===== src/rtl/fpm_pkg.sv =====
package fpm_pkg;
    typedef enum logic [2:0] {
        ST_IDLE  = 3'd0,
        ST_PRECH = 3'd1,
        ST_ROW   = 3'd2,
        ST_SETUP = 3'd3,
        ST_COL   = 3'd4
    } fpm_state_e;
endpackage


===== src/rtl/fpm_addr_split.sv =====
module fpm_addr_split #(
    parameter int ROW_W = 11,
    parameter int COL_W = 11
) (
    input  logic [ROW_W+COL_W-1:0] addr,
    output logic [ROW_W-1:0]       row,
    output logic [COL_W-1:0]       col
);
    // row in the upper bits, column in the lower bits
    assign row = addr[ROW_W+COL_W-1:COL_W];
    assign col = addr[COL_W-1:0];
endmodule


===== src/rtl/fpm_span_timer.sv =====
// Counts how many cycles a level has lasted. FALL_ONLY=1 restarts only on a
// 1->0 transition, which gives the time since the last falling edge.
module fpm_span_timer #(
    parameter int   CNT_W     = 4,
    parameter bit   FALL_ONLY = 1'b0,
    parameter logic RST_LVL   = 1'b1
) (
    input  logic             clk,
    input  logic             rst_n,
    input  logic             lvl_d,
    output logic [CNT_W-1:0] span
);
    localparam logic [CNT_W-1:0] CNT_MAX = {CNT_W{1'b1}};

    logic             lvl_q;
    logic [CNT_W-1:0] cnt_d, cnt_q;
    logic             restart;

    generate
        if (FALL_ONLY) begin : g_fall
            assign restart = lvl_q & ~lvl_d;
        end else begin : g_any
            assign restart = lvl_q ^ lvl_d;
        end
    endgenerate

    always_comb begin
        if (restart)
            cnt_d = '0;
        else if (cnt_q == CNT_MAX)
            cnt_d = cnt_q;
        else
            cnt_d = cnt_q + 1'b1;
    end

    assign span = (cnt_q == CNT_MAX) ? cnt_q : cnt_q + 1'b1;

    always_ff @(posedge clk or negedge rst_n) begin
        if (!rst_n) begin
            lvl_q <= RST_LVL;
            cnt_q <= '0;
        end else begin
            lvl_q <= lvl_d;
            cnt_q <= cnt_d;
        end
    end
endmodule


===== src/rtl/fpm_dram_ctrl.sv =====
module fpm_dram_ctrl
    import fpm_pkg::*;
#(
    parameter int ROW_W  = 11,
    parameter int COL_W  = 11,
    parameter int DATA_W = 1,
    parameter int T_PRE  = 3,
    parameter int T_ROW  = 5,
    parameter int T_COL  = 2,
    parameter int T_CYC  = 3,
    parameter int T_IDLE = 64
) (
    input  logic                    clk,
    input  logic                    rst_n,
    input  logic                    req_valid,
    output logic                    req_ready,
    input  logic                    req_write,
    input  logic [ROW_W+COL_W-1:0]  req_addr,
    input  logic [DATA_W-1:0]       req_wdata,
    output logic                    rsp_valid,
    output logic                    rsp_hit,
    output logic [DATA_W-1:0]       rsp_rdata,
    output logic                    dram_ras_n,
    output logic                    dram_cas_n,
    output logic                    dram_we_n,
    output logic [((ROW_W > COL_W) ? ROW_W : COL_W)-1:0] dram_addr,
    output logic [DATA_W-1:0]       dram_dq_out,
    output logic                    dram_dq_oe,
    input  logic [DATA_W-1:0]       dram_dq_in
);
    localparam int BUS_W = (ROW_W > COL_W) ? ROW_W : COL_W;
    localparam int TM1   = (T_PRE > T_ROW) ? T_PRE : T_ROW;
    localparam int TM2   = (T_COL > T_CYC) ? T_COL : T_CYC;
    localparam int TM3   = (TM1 > TM2) ? TM1 : TM2;
    localparam int TMAX  = (TM3 > T_IDLE) ? TM3 : T_IDLE;
    localparam int CNT_W = $clog2(TMAX + 1) + 1;

    localparam logic [CNT_W-1:0] PRE_C  = CNT_W'(T_PRE);
    localparam logic [CNT_W-1:0] ROW_C  = CNT_W'(T_ROW);
    localparam logic [CNT_W-1:0] COL_C  = CNT_W'(T_COL);
    localparam logic [CNT_W-1:0] CYC_C  = CNT_W'(T_CYC);
    localparam logic [CNT_W-1:0] IDLE_C = CNT_W'(T_IDLE);

    typedef struct packed {
        fpm_state_e        state;
        logic              ras_n;
        logic              cas_n;
        logic              we_n;
        logic              oe;
        logic [BUS_W-1:0]  bus;
        logic [DATA_W-1:0] dq;
        logic              open;
        logic [ROW_W-1:0]  open_row;
        logic              p_write;
        logic [COL_W-1:0]  p_col;
        logic [ROW_W-1:0]  p_row;
        logic [DATA_W-1:0] p_wdata;
        logic              p_hit;
        logic              rsp_valid;
        logic              rsp_hit;
        logic [DATA_W-1:0] rsp_rdata;
    } ctl_t;

    ctl_t ctl_d, ctl_q;

    logic [ROW_W-1:0] in_row;
    logic [COL_W-1:0] in_col;
    logic [CNT_W-1:0] ras_span, cas_span, gap_span, idle_span;

    fpm_addr_split #(.ROW_W(ROW_W), .COL_W(COL_W)) u_split (
        .addr (req_addr),
        .row  (in_row),
        .col  (in_col)
    );

    fpm_span_timer #(.CNT_W(CNT_W), .FALL_ONLY(1'b0), .RST_LVL(1'b1)) u_ras_tmr (
        .clk(clk), .rst_n(rst_n), .lvl_d(ctl_d.ras_n), .span(ras_span)
    );

    fpm_span_timer #(.CNT_W(CNT_W), .FALL_ONLY(1'b0), .RST_LVL(1'b1)) u_cas_tmr (
        .clk(clk), .rst_n(rst_n), .lvl_d(ctl_d.cas_n), .span(cas_span)
    );

    fpm_span_timer #(.CNT_W(CNT_W), .FALL_ONLY(1'b1), .RST_LVL(1'b1)) u_gap_tmr (
        .clk(clk), .rst_n(rst_n), .lvl_d(ctl_d.cas_n), .span(gap_span)
    );

    fpm_span_timer #(.CNT_W(CNT_W), .FALL_ONLY(1'b0), .RST_LVL(1'b0)) u_idle_tmr (
        .clk(clk), .rst_n(rst_n),
        .lvl_d(ctl_d.state == ST_IDLE && ctl_d.open), .span(idle_span)
    );

    always_comb begin
        ctl_d = ctl_q;
        ctl_d.rsp_valid = 1'b0;
        unique case (ctl_q.state)
            ST_IDLE: begin
                if (req_valid) begin
                    ctl_d.p_write = req_write;
                    ctl_d.p_row   = in_row;
                    ctl_d.p_col   = in_col;
                    ctl_d.p_wdata = req_wdata;
                    ctl_d.p_hit   = ctl_q.open && (in_row == ctl_q.open_row);
                    if (ctl_q.open && (in_row == ctl_q.open_row)) begin
                        ctl_d.state = ST_SETUP;
                        ctl_d.bus   = BUS_W'(in_col);
                        ctl_d.we_n  = ~req_write;
                        ctl_d.oe    = req_write;
                        ctl_d.dq    = req_write ? req_wdata : '0;
                    end else begin
                        ctl_d.state = ST_PRECH;
                        ctl_d.ras_n = 1'b1;
                        ctl_d.open  = 1'b0;
                        ctl_d.bus   = BUS_W'(in_row);
                    end
                end else if (ctl_q.open && idle_span >= IDLE_C) begin
                    ctl_d.ras_n = 1'b1;
                    ctl_d.open  = 1'b0;
                end
            end
            ST_PRECH: begin
                if (ras_span >= PRE_C) begin
                    ctl_d.ras_n    = 1'b0;
                    ctl_d.open     = 1'b1;
                    ctl_d.open_row = ctl_q.p_row;
                    ctl_d.state    = ST_ROW;
                end
            end
            ST_ROW: begin
                ctl_d.state = ST_SETUP;
                ctl_d.bus   = BUS_W'(ctl_q.p_col);
                ctl_d.we_n  = ~ctl_q.p_write;
                ctl_d.oe    = ctl_q.p_write;
                ctl_d.dq    = ctl_q.p_write ? ctl_q.p_wdata : '0;
            end
            ST_SETUP: begin
                if (gap_span >= CYC_C) begin
                    ctl_d.cas_n = 1'b0;
                    ctl_d.state = ST_COL;
                end
            end
            ST_COL: begin
                if (cas_span >= COL_C && ras_span >= ROW_C) begin
                    ctl_d.cas_n     = 1'b1;
                    ctl_d.we_n      = 1'b1;
                    ctl_d.oe        = 1'b0;
                    ctl_d.state     = ST_IDLE;
                    ctl_d.rsp_valid = 1'b1;
                    ctl_d.rsp_hit   = ctl_q.p_hit;
                    ctl_d.rsp_rdata = ctl_q.p_write ? '0 : dram_dq_in;
                end
            end
            default: ctl_d.state = ST_IDLE;
        endcase
    end

    always_ff @(posedge clk or negedge rst_n) begin
        if (!rst_n) begin
            ctl_q       <= '0;
            ctl_q.ras_n <= 1'b1;
            ctl_q.cas_n <= 1'b1;
            ctl_q.we_n  <= 1'b1;
        end else begin
            ctl_q <= ctl_d;
        end
    end

    assign req_ready   = (ctl_q.state == ST_IDLE);
    assign rsp_valid   = ctl_q.rsp_valid;
    assign rsp_hit     = ctl_q.rsp_hit;
    assign rsp_rdata   = ctl_q.rsp_rdata;
    assign dram_ras_n  = ctl_q.ras_n;
    assign dram_cas_n  = ctl_q.cas_n;
    assign dram_we_n   = ctl_q.we_n;
    assign dram_addr   = ctl_q.bus;
    assign dram_dq_out = ctl_q.dq;
    assign dram_dq_oe  = ctl_q.oe;


    cas_under_ras_chk: assert property (@(posedge clk) disable iff (!rst_n)
        !dram_cas_n |-> !dram_ras_n);


    precharge_min_chk: assert property (@(posedge clk) disable iff (!rst_n)
        $fell(dram_ras_n) |-> $past(ras_span) >= PRE_C);


    capture_min_chk: assert property (@(posedge clk) disable iff (!rst_n)
        rsp_valid |-> ($past(cas_span) >= COL_C) && ($past(ras_span) >= ROW_C));


    page_gap_chk: assert property (@(posedge clk) disable iff (!rst_n)
        $fell(dram_cas_n) |-> $past(gap_span) >= CYC_C);


    write_setup_chk: assert property (@(posedge clk) disable iff (!rst_n)
        !dram_cas_n |-> $stable(dram_we_n) && $stable(dram_dq_oe) && $stable(dram_dq_out));


    rsp_pulse_chk: assert property (@(posedge clk) disable iff (!rst_n)
        rsp_valid |=> !rsp_valid);


    ready_idle_chk: assert property (@(posedge clk) disable iff (!rst_n)
        req_ready |-> dram_cas_n);
endmodule


===== config.mk =====
export PLATFORM = sky130hd
export DESIGN_NAME = fpm_dram_ctrl
export DESIGN_NICKNAME = d
export VERILOG_FILES = /design/src/rtl/fpm_pkg.sv /design/src/rtl/fpm_addr_split.sv /design/src/rtl/fpm_span_timer.sv /design/src/rtl/fpm_dram_ctrl.sv
export SDC_FILE = /design/constraint.sdc
export NUM_CORES = 1
export LEC_CHECK = 0
export BUFFER_PORTS_ARGS = -buffer_cell sky130_fd_sc_hd__buf_2
export CAP_MARGIN = 0
export CORE_UTILIZATION = 45
export DETAILED_ROUTE_END_ITERATION = 8
export HOLD_SLACK_MARGIN = 0.02
export PLACE_DENSITY = 0.71
export SKIP_CTS_REPAIR_TIMING = 1
export SKIP_LAST_GASP = 1
export SYNTH_ARGS = -nofsm -noshare
export SYNTH_HDL_FRONTEND = slang
export SYNTH_SLANG_ARGS = --single-unit

===== constraint.sdc =====
create_clock -name clk -period 2.9 [get_ports clk]
set_input_delay 0 -clock clk [delete_from_list [all_inputs] [get_ports clk]]
set_output_delay 0 -clock clk [all_outputs]
set_load 0.1 [all_outputs]

# After elaboration in Yosys (flattened, before gate mapping)
# Cells that the tools add are included.
# classes
bitwise,7
eq_ne,12
reduce_logical,14
n_lt_le_gt_ge,5
addsub,4
muxes,37
# op_table
operator,n
$mux 8,8
$add 8x1->8 const B,4
$eq 8x8->1 const B,4
$ge 8x2->1 const B,3
$pmux 12 s2,1
$mux 3,6
$pmux 3 s5,1
$mux 14,1
$mux 12,1
$eq 11x11->1,1
$mux 1,11
$mux 11,1
$ge 8x3->1 const B,1
$ge 8x7->1 const B,1
$reduce_and 2->1,4
$eq 3x2->1 const B,2
$logic_not 3->1,2
$pmux 1 s2,3
$pmux 2 s3,1
$logic_and 1x1->1,4
$mux 2,2
$mux 4,1
$ne 2x2->1 const B,2
$reduce_and 4->1,1
other kinds (9),13
# word_totals
in_bits,28
ff_bits,92
wordCells,101

# Longest topological paths before layout
# logic_depth
depth_word,10
ltp_mapped,10

# Cells and area by module
# From an unflattened synthesis, not the netlist that was laid out.
# unflattened
cells_unflattened,525
area_unflattened_um2,4976.0
# modules_own_cells
mod,area_per_inst_um2,cells_per_inst,instances
fpm_dram_ctrl,2771.4,281,1
fpm_span_timer (u_cas_tmr ...),511.7,55,2
fpm_span_timer (u_idle_tmr),510.5,55,1
fpm_span_timer (u_gap_tmr),505.5,57,1
fpm_addr_split,165.2,22,1

# Worst setup path before layout
# OpenSTA, ideal clock, no wires.
# synth_path
path_type,flip-flop to flip-flop
from,register ctl_q[56] (netlist bit)
to,"register ctl_q, in the netlist dram_dq_out"
arrival_time_ps,2758
required_time_ps,2822
setup_time_ps,78
path_slack_ps,63
synth_period_minus_slack_ps,2837
path_stages_with_launch,9
cell_sequence,dfrtp_1 > clkbuf_1 > or3_1 > inv_1 > nand2_1 > nor4_1 > nand3_1 > a21boi_0 > a21oi_1
# synth_between
elab_chain_len,3
elab_cells_between_ends,7
# synth_lines
element,line,rtl
from (decl),fpm_dram_ctrl.sv:64,"ctl_t ctl_d, ctl_q;"
from (signal assigned),fpm_dram_ctrl.sv:164,ctl_q <= ctl_d;
$logic_not 3->1 *,--,
named net req_ready,fpm_dram_ctrl.sv:16,"output logic req_ready,"
$ne 2x1->1 (no source line) (tied with other cells),--,
$reduce_and 3->1 (no source line),--,
# The timed path passes the listed nets; every way through them passes the cells marked *.
# A chain may end at the register's enable or synchronous reset.

# Final worst setup path
# layout_path
from,register u_ras_tmr.cnt_q[1]
to,register u_cas_tmr.cnt_q[3]
# layout_between
elab_chain_len,8
elab_cells_between_ends,9
# layout_lines
element,line,rtl
from (decl),fpm_span_timer.sv:16,"logic [CNT_W-1:0] cnt_d, cnt_q;"
from (signal assigned),fpm_span_timer.sv:44,cnt_q <= cnt_d;
$add 8x1->8 or $eq 8x8->1 (tied branches),fpm_span_timer.sv:36,assign span = (cnt_q == CNT_MAX) ? cnt_q : cnt_q + 1'b1;
$mux 8 *,fpm_span_timer.sv:36,
$ge 8x3->1 *,fpm_dram_ctrl.sv:143,if (cas_span >= COL_C && ras_span >= ROW_C) begin
$logic_and 1x1->1 *,fpm_dram_ctrl.sv:143,
$mux 3 *,fpm_dram_ctrl.sv:143,
$pmux 1 s2 *,fpm_dram_ctrl.sv:96,unique case (ctl_q.state)
$xor 1x1->1 *,fpm_span_timer.sv:23,assign restart = lvl_q ^ lvl_d;
$mux 8 *,fpm_span_timer.sv:28,if (restart)
named net u_cas_tmr.cnt_d[3],fpm_span_timer.sv:16,
to (signal assigned),fpm_span_timer.sv:44,
to (decl),fpm_span_timer.sv:16,
# The timed path passes the listed nets; every way through them passes the cells marked *. The select of a mux whose other input is x is not followed.

==> flow_summary.ini <==
[sta]
setup_viol_count_final = 0
fin_crit_ns = 2.731
finalCritPeriodShare_pct = 94.18
relSlewSlack_pct = 27.74
drv_slew = 0
skew_ns = 0.01102
hold_viol = 0
fmax_mhz = 366.1
worst_pin_slew_ns = 1.084
setup_ws_ns = 0.1688
fin_tns_setup_ns = 0

[die]
num_rows = 37
core_area_sq_mm = 0.01028
io_pins = 48
die_area_sq_mm = 0.01100
start_util_pct = 46.36
die_y_um = 104.9
die_x_um = 104.9

[power]
p_leak_nw = 2.393
ir_drop_v = 0.0006197
power_density_mw_per_mm2 = 1143

[cells_and_area]
register_area_sq_mm = 0.002306
final_common_cell = dfrtp_1
multi_input_area_sq_mm = 0.002273
layout_common_cells = 89 x dfrtp_1, 46 x buf_2, 38 x nand2_1, 38 x mux2_2, 35 x nor2_1
finalNetCount = 551
drive_gt1_share_pct = 23.52
layout-area-overhead-vs-synth_pct = 16.68
fillCellCount = 893
stdcell_area_sq_mm = 0.005559

[min_path]
hp-class = in2reg
hp-start = dram_dq_in
hold_path_depth = 3
holdPathEnd = rsp_rdata

[synthesis]
syn_nets = 487
ys_seq_area_share_pct = 48.40
ys_ff_latch = 92
synth_cell_type_count = 56
synth-main-ff-cell = dfrtp_1
syn_area_sq_mm = 0.004765
yosysWarningCount = 0
synth-edff-count = 0
async_flop_share_pct = 100.0
syn_avg_cell_area_sq_um = 10.49
syn_inst = 454

[grt]
grt_usage_pct = 18.37
grt_pass1_vias = 3497
gr-total-overflow = 0
grt_antenna_before_repair = 0
grt_first_pass_wirelength_mm = 16.33
grt_max_degree = 56

[detailed_routing]
first_pass_iters = 4
vias = 3690
remaining_drc_errors = 0
wl_per_cell_um = 15.28
drt-total-wl_mm = 10.08
drtIter0Drc = 230
via_per_inst = 5.591
ant_nets = 0

[worst_setup_path]
r2r_slack_ns = 0.17
slowest_delay_ns = 0.45
worstPathArrival_ns = 2.96
endpoint_kind = flip-flop
cp_slowest_cell = dfrtp_1
critPathMaxFanout = 8
r2r-start = u_ras_tmr.cnt_q[1]
crit_type = reg2reg
worst_r2r_endpoint = u_cas_tmr.cnt_q[3]
critical_path_required_ns = 3.13
reg2reg_depth = 10
startpoint_type = flip-flop
path_cells = ha_2, and3_1, or3_1, a221oi_4, a2bb2oi_1, a31oi_1, a2bb2oi_1, ha_2, o21ai_0, a31oi_1

[clock_tree]
h-tree-depth = 3
numClockSinks = 92
clk_latency_ns = 0.35
cts_tree = yes
clock_path_buffers = 2
cts_made_buffers = 9
path_clk_slew_ns = 0.10
cts_root_buffer = clkbuf_8

[place]
placed_area_sq_mm = 0.005091
portBuffers = 47
dp_hpwl_mm = 6.794
place_ws_ns = 0.1321
routabilityCongestion = 0.8803

[run]
cap_violations = 0

[outcome]
outcome = finished, final reports clean
[Yosys cell counts, types with 3 or more instances]
cell      instances  share of area (%)
nor4_1            3               0.39
a21o_1            4               0.63
a31oi_1          11                1.4
a22oi_1          11                1.7
nor3_1            9               0.95
nand3_1          16                1.7
xnor2_1          19                3.5
mux2i_1          23                4.8
a211oi_1          3               0.47
nor2_1           35                2.8
clkbuf_1         12               0.95
nor2b_1           3               0.39
dfstp_2           3                1.7
o21ai_0          23                2.4
dfrtp_1          89                 47
buf_4            11                1.7
ha_1              5                1.3
xor2_1            4               0.74
nand4_1          12                1.6
or2_2             3               0.39
a21oi_1          12                1.3
or3_1             5               0.66
inv_1             9               0.71
nand2b_1          4               0.53
and3_1           10                1.3
nand2_1          38                3.0
mux2_2           38                9.0
buf_2             3               0.32
[flip-flops by register name, indices dropped and copies added (netlist names), 8 cells and up]
signal            count
u_cas_tmr.cnt_q       8
ctl_q                40
u_idle_tmr.cnt_q      8
u_ras_tmr.cnt_q       8
u_gap_tmr.cnt_q       8
dram_addr            11
[kinds of logic (layout without fill, tap and decap cells)]
group | after synthesis | in the layout | share of synthesized area [%]
flip-flops | 92 | 92 | 48.40
other | 0 | 1 | 0
buffers and inverters | 38 | 107 | 4.096
XOR/XNOR | 23 | 23 | 4.228
adder cells (fa/ha/maj) | 5 | 5 | 1.313
multiplexers | 63 | 63 | 14.36
AO/OA/AOI/OAI | 85 | 85 | 12.34
AND/OR/NAND/NOR | 148 | 148 | 15.26
[where the power goes]
part	total, mW	switching (mW)	internal, mW
Sequential	2.26	0.439	1.82
Combinational	3.18	2.02	1.16
Clock	0.912	0.499	0.414
[how the worst max path moves through the flow]
stage                    endpoint  cells past startpoint               start  slack [ns]
3_3_place_gp   u_cas_tmr.cnt_q[4]                     10  u_ras_tmr.cnt_q[1]        0.24
4_1_cts        u_cas_tmr.cnt_q[4]                     10  u_ras_tmr.cnt_q[1]        0.09
6_report       u_cas_tmr.cnt_q[3]                     10  u_ras_tmr.cnt_q[1]        0.17
3_5_place_dp   u_cas_tmr.cnt_q[4]                     10  u_ras_tmr.cnt_q[1]        0.13
5_1_grt        u_cas_tmr.cnt_q[3]                     10  u_ras_tmr.cnt_q[1]       -0.01
2_1_floorplan         dram_dq_out                      8           ctl_q[56]        0.06
[layer usage]
metal  vias up  GRT usage (%)  part of all wire [%]
met1      1826          24.40                    46
met2        86          30.46                    49
met3         6          3.306                   3.9
met4         0          5.936                  0.96
met5         -              0                     0
li1       1772              -                     -
[cell type report]
class / count / area share, %
Antenna cell: 1 / 0.04501
Clock buffer: 9 / 2.228
Clock inverter: 7 / 1.553
Inverter: 9 / 0.6077
Multi-Input combinational cell: 324 / 40.90
Sequential cell: 92 / 41.48
Tap cell: 136 / 3.061
Timing Repair Buffer: 82 / 10.13
[per-stage QoR]
| stage | hold WS [ns] | total power [mW] | instances | util, % |
|---|---|---|---|---|
| finish | 0.001064 | 6.353 | 660 | 54.09 |
| CTS | -0.3013 | 6.329 | 634 | 51.58 |
| global route | 0.02009 | 6.760 | 659 | 54.07 |
| floorplan | -0.2956 | 4.831 | 454 | - |
| detailed placement | 0.09888 | 5.409 | 618 | 49.54 |
| global placement | 0.08078 | 5.297 | 618 | 49.54 |
[worst max-delay path: cells and delay by family, from the launching register on]
kind                       cells  cell delay (ns)
DFF                            1             0.45
and+or+nand+nor                2             0.60
adders and majority gates      2             0.57
AOI/OAI and AO/OA              6             0.99
Power figures use the tool's default switching activity.
